<file path="config.mk">
export PLATFORM = sky130hd
export DESIGN_NAME = wide_presc_counter
export DESIGN_NICKNAME = d
export VERILOG_FILES = /design/src/rtl/presc_cnt_pkg.sv /design/src/rtl/presc_low_stage.sv /design/src/rtl/presc_upper_group.sv /design/src/rtl/wide_presc_counter.sv
export SDC_FILE = /design/constraint.sdc
export NUM_CORES = 1
export LEC_CHECK = 0
export ABC_AREA = 1
export BUFFER_PORTS_ARGS = -buffer_cell sky130_fd_sc_hd__buf_2
export CAP_MARGIN = 20
export CORE_ASPECT_RATIO = 0.6
export CORE_MARGIN = 2
export CORE_UTILIZATION = 46
export DETAILED_ROUTE_END_ITERATION = 8
export GPL_TIMING_DRIVEN = 0
export PLACE_DENSITY_LB_ADDON = 0.25
export SYNTH_ARGS = -nofsm -noshare
export SYNTH_HDL_FRONTEND = slang
export SYNTH_SLANG_ARGS = --single-unit
</file>
<file path="constraint.sdc">
create_clock -name clk -period 1.6 [get_ports clk]
set_clock_uncertainty 0.1 [all_clocks]
set_input_delay 0.24 -clock clk [delete_from_list [all_inputs] [get_ports clk]]
set_output_delay 0.24 -clock clk [all_outputs]
set_load 0.01 [all_outputs]
</file>
<file path="src/rtl/presc_cnt_pkg.sv">
// Shared constants and helpers for the prescaled wide counter.
// Assumes every group is 3 bits wide; the toggle rule is a plain binary increment.
package presc_cnt_pkg;
    localparam int GRP_W = 3;
    typedef logic [GRP_W-1:0] grp_t;

    // Per-bit toggle mask: bit i flips when enabled and all lower bits are 1.
    function automatic grp_t toggle_mask(grp_t q, logic en);
        grp_t m;
        m[0] = en;
        for (int i = 1; i < GRP_W; i++) begin
            m[i] = m[i-1] & q[i-1];
        end
        return m;
    endfunction
endpackage

</file>
<file path="src/rtl/presc_low_stage.sv">
// Lowest 3-bit group: counts on every enabled clock and acts as a divide-by-8 prescaler.
// Its carry is pipelined. The register loads (q == 6) on an enabled edge, so it is high while q == 7.
// Assumes reset is applied before counting so that the carry register matches q.
module presc_low_stage
    import presc_cnt_pkg::*;
(
    input  logic clk,
    input  logic rst_n,
    input  logic en_i,
    output grp_t q_o,
    output logic carry_o
);
    localparam grp_t ALL_ONES  = '1;
    localparam grp_t PRE_WRAP  = ALL_ONES - grp_t'(1);

    grp_t q;
    logic carry_q;

    // Count register: toggle bits per the carry-lookahead rule inside the group.
    always_ff @(posedge clk) begin
        if (!rst_n) q <= '0;
        else        q <= q ^ toggle_mask(q, en_i);
    end

    // Pipelined carry: predicts the all-ones state one edge ahead, holds while frozen.
    always_ff @(posedge clk) begin
        if (!rst_n)    carry_q <= 1'b0;
        else if (en_i) carry_q <= (q == PRE_WRAP);
    end

    assign q_o     = q;
    assign carry_o = en_i & carry_q;

    assert_carry_tracks_state_R4: assert property (@(posedge clk) disable iff (!rst_n)
        carry_q == (q == ALL_ONES));
    assert_low_step_R2: assert property (@(posedge clk) disable iff (!rst_n)
        en_i |=> q == grp_t'($past(q) + grp_t'(1)));
    assert_low_freeze_R7: assert property (@(posedge clk) disable iff (!rst_n)
        !en_i |=> $stable(q) && $stable(carry_q));
endmodule

</file>
<file path="src/rtl/presc_upper_group.sv">
// One upper 3-bit group in the series enable chain.
// Advances when its chained enable is high; passes the enable on when it holds all ones.
// Assumes cin_i comes from registered logic at most one chain away; it has multicycle slack.
module presc_upper_group
    import presc_cnt_pkg::*;
(
    input  logic clk,
    input  logic rst_n,
    input  logic cin_i,
    output grp_t q_o,
    output logic cout_o
);
    grp_t q;

    // Count register for this group.
    always_ff @(posedge clk) begin
        if (!rst_n) q <= '0;
        else        q <= q ^ toggle_mask(q, cin_i);
    end

    assign q_o    = q;
    assign cout_o = cin_i & (&q);

    assert_upper_step_R5: assert property (@(posedge clk) disable iff (!rst_n)
        cin_i |=> q == grp_t'($past(q) + grp_t'(1)));
    assert_upper_hold_R1: assert property (@(posedge clk) disable iff (!rst_n)
        !cin_i |=> $stable(q));
endmodule

</file>
<file path="src/rtl/wide_presc_counter.sv">
// Wide binary counter built from 3-bit groups on one clock.
// Group 0 is a divide-by-8 prescaler with a pipelined carry. Groups above chain their enables in series.
// Assumes NUM_GROUPS >= 2 and enables that are synchronous to clk.
module wide_presc_counter
    import presc_cnt_pkg::*;
#(
    parameter int NUM_GROUPS = 8
) (
    input  logic                        clk,
    input  logic                        rst_n,
    input  logic                        en_a_i,
    input  logic                        en_b_i,
    input  logic                        en_c_i,
    output logic [NUM_GROUPS*GRP_W-1:0] count_o,
    output logic                        carry_o
);
    localparam int WIDTH = NUM_GROUPS * GRP_W;

    logic                  cnt_en;
    logic [NUM_GROUPS-1:0] chain;

    // Combined count enable.
    assign cnt_en = en_a_i & en_b_i & en_c_i;

    presc_low_stage u_low (
        .clk     (clk),
        .rst_n   (rst_n),
        .en_i    (cnt_en),
        .q_o     (count_o[GRP_W-1:0]),
        .carry_o (chain[0])
    );

    // Upper groups: each group's enable is the previous group's carry.
    for (genvar k = 1; k < NUM_GROUPS; k++) begin : g_upper
        presc_upper_group u_grp (
            .clk    (clk),
            .rst_n  (rst_n),
            .cin_i  (chain[k-1]),
            .q_o    (count_o[k*GRP_W +: GRP_W]),
            .cout_o (chain[k])
        );
    end

    assign carry_o = chain[NUM_GROUPS-1];

    assert_carry_out_R3: assert property (@(posedge clk) disable iff (!rst_n)
        carry_o |-> (cnt_en && (&count_o)));
    assert_full_step_R6: assert property (@(posedge clk) disable iff (!rst_n)
        cnt_en |=> count_o == WIDTH'($past(count_o) + WIDTH'(1)));
    assert_freeze_R1: assert property (@(posedge clk) disable iff (!rst_n)
        !cnt_en |=> $stable(count_o));
    assert_reset_clear_R8: assert property (@(posedge clk)
        !rst_n |=> count_o == '0);
endmodule

</file>
==> impl_results.md <==
- Status: finished, violations left
- Failing checks: setup timing
- Placed cell area: ~1300 µm²
- Distinct cells, synth: 14
- Max H-tree Level: 1
- Die width: just under 70 µm
- Finished Layout Cells: 210
- R2r startpoint: g_upper[2].u_grp.q_o[1]$_SDFF_PN0_
- Clock sink count: 25
- R2r setup slk: -110 ps
- Worst VDD drop: 485 µV
- Boundary Pins: 30
- Final setup fails: 6
- Max Slew Vio Count: 0
- Buffers & Inverters on Critical Path: 2
- Min Tclk post-route: 1740 ps
- Global-route wire length before repair: 3620 µm
- Hold buffer count at CTS: 0
- Core Region: 2240 µm²
- Clk_lat worst skew: roughly 270 ps
- Rel. slew slack: 85.6%
- Antenna cell count: 0
- Net Count, Synth: 161
- Worst hold path class: input pin to flip-flop
- Vert. Die Dim: about 42 µm
- Slowest library cell on the worst path: dfxtp_2
- Util after Layout: ~66%
- Final hold vios: 0
- IO buf count: 28
- Inst Count DP: approximately 200
- Arr. time, crit path: between 1000 and 1500 ps
- Dpl ws: -100 ps
- Initial antenna violation count: 0
- Register bit total from synthesis: 25
- Critical path depth: 7
- Clk root buf: clkbuf_8
- Post-Synthesis Cells: between 100 and 150
- WL/cell: 11.2 µm
- Syn Std Cell Area: 1130 µm²
- PD cells: 703 nW/µm²
- Setup crit start: g_upper[2].u_grp.q_o[1]$_SDFF_PN0_
- Synth Area per Inst: between 8 and 9 µm²
- Pin count of the biggest net entering global routing: 14
- F_max: 576 MHz
- Commonest non-fill, non-tap cell in the layout: nand2_1
- Std cell rows: 13
- RSZ-0062 raised after global routing: yes
- Worst setup path class: flip-flop to output pin
- Longest Clk Path Bufs: 2
- Routed Antenna Nets: 0
- Vias in the first global route: 834
- Syn. warnings: 0
- Gr usage total: 17.1%
- Crit Path Max Fanout: 3
- Worst R2R End: g_upper[7].u_grp.q_o[1]$_SDFF_PN0_
- WP data required: ~1300 ps
- Delay-heaviest family, CP: simple AND/OR/NAND/NOR gates
- CTS tree: done
- Slew at the pin closest to its max-slew limit: 215 ps
- Worst R2R Path Depth: 11
- Die area: slightly below 3000 µm²
- DR vias: roughly 960
- Max-cap viol count: 0
- Setup crit end: carry_o
- Detailed Routing Iterations Pass 1: 4
- Share of cells above drive strength 1: between 30% and 40%
- Layout area overhead: 30.8%
- Leakage: approximately 0.94 nW
- Setup ws final: -137 ps
- Nets: approximately 200
- Initial Util: between 50% and 60%
- GRT overflow: 0
- Tcrit/Tclk final: 109%
- HPWL Detailed: between 1500 and 2000 µm
- Most frequent cells in the layout: 34 x nand2_1, 31 x buf_2, 24 x inv_1
- DRC viols: 0
- Cells along the critical path: inv_2 -> nor2_2 -> nand3_4 -> nor2_4 -> nand4_4 -> nor2_2 -> buf_2
- Finished Cell Area: between 1000 and 1500 µm²
- Final GP Congestion: roughly 0.75
- Clk slew on worst S/H paths: approximately 80 ps
- Crit start category: flip-flop
- Initial DRC Count: 24
- Worst setup EP type: output pin
- CP most frequent cell: nor2_2
- Post-synthesis sequential area ratio: about 44%
- Vias/cell: between 4 and 5
- Final wirelength: 2360 µm
- CP max stage delay: about 360 ps
- CTS Buf Count: 3
## synth_stat cells
cell	instances	share of area, %
o21ai_0	1	0.44
nand3_1	5	2.2
nand2_1	36	12
nor2_1	18	6.0
nor2_2	2	1.1
nand3_2	2	1.8
ha_1	16	18
a21oi_1	1	0.44
nor2_4	2	2.0
nand3b_1	1	0.66
nand4_2	1	1.1
buf_2	3	1.3
inv_1	27	9.0
dfxtp_1	25	44
## layout make-up
type / count / area [µm²]
Fill cell: 188 / 767
Multi-Input combinational cell: 85 / 569
Sequential cell: 25 / 509
Timing Repair Buffer: 36 / 200
Inverter: 27 / 101
Clock buffer: 4 / 45.0
Tap cell: 30 / 37.5
Buffer: 3 / 15.0
## metal layers
layer	vias up	track usage, %	share of wire [%]
li1	503	-	-
met1	434	20.6	45
met2	22	27.4	46
met3	4	6.99	6.3
met4	0	6.00	1.9
met5	-	0	0
## flip-flops by register name (all words and copies together) (netlist names)
signal	cells
u_low.carry_q	1
g_upper.u_grp.q_o	21
u_low.q_o	3
## worst min-delay path: stages
cell and delay [ps]:
buf_2 140, nand2_1 70, nor2_1 30
## report_power, final
group	internal [mW]	leakage (nW)	switching (mW)
Clock	0.178	0.0228	0.197
Combinational	0.0136	0.710	0.0229
Sequential	0.625	0.205	0.00240
Total	0.817	0.937	0.222
## metrics by stage
| stage | power, mW | hold WS, ps | TNS [ps] |
|---|---|---|---|
| final | 1.04 | 146 | -499 |
| after global routing | 1.08 | 149 | -1300 |
| after CTS | 1.05 | 142 | -79.2 |
| after detailed placement | 0.677 | 392 | -249 |
| after global placement | 0.676 | 379 | -56.4 |
| after floorplan | 0.664 | 401 | 0 |
## how the worst min path moves through the flow
stage	from	to	cells after the start
final	rst_n	g_upper[5].u_grp.q_o[2]$_SDFF_PN0_	3
after floorplan	u_low.carry_q$_SDFFE_PN0N_	u_low.carry_q$_SDFFE_PN0N_	2
after CTS	rst_n	g_upper[5].u_grp.q_o[2]$_SDFF_PN0_	3
after global placement	g_upper[5].u_grp.q_o[2]$_SDFF_PN0_	g_upper[5].u_grp.q_o[2]$_SDFF_PN0_	2
after detailed placement	u_low.q_o[2]$_SDFF_PN0_	u_low.q_o[2]$_SDFF_PN0_	2
after global routing	rst_n	g_upper[6].u_grp.q_o[2]$_SDFF_PN0_	3
## cells by family (layout without fill, tap and decap cells)
family,Yosys count,count (layout),share of synthesized area [%]
AND/OR/NAND/NOR,67,67,26.8
buffers and inverters,30,70,10.3
flip-flops,25,25,44.3
adder cells (fa/ha/maj),16,16,17.7
AO/OA/AOI/OAI,2,2,0.885
## what timing repair did
action,CTS,global route
setup endpoints to repair,7,7
setup buffers,4,4
gates resized for setup,12,8
pin swaps,1,2
Note: power is estimated with default switching activity, not from simulation.
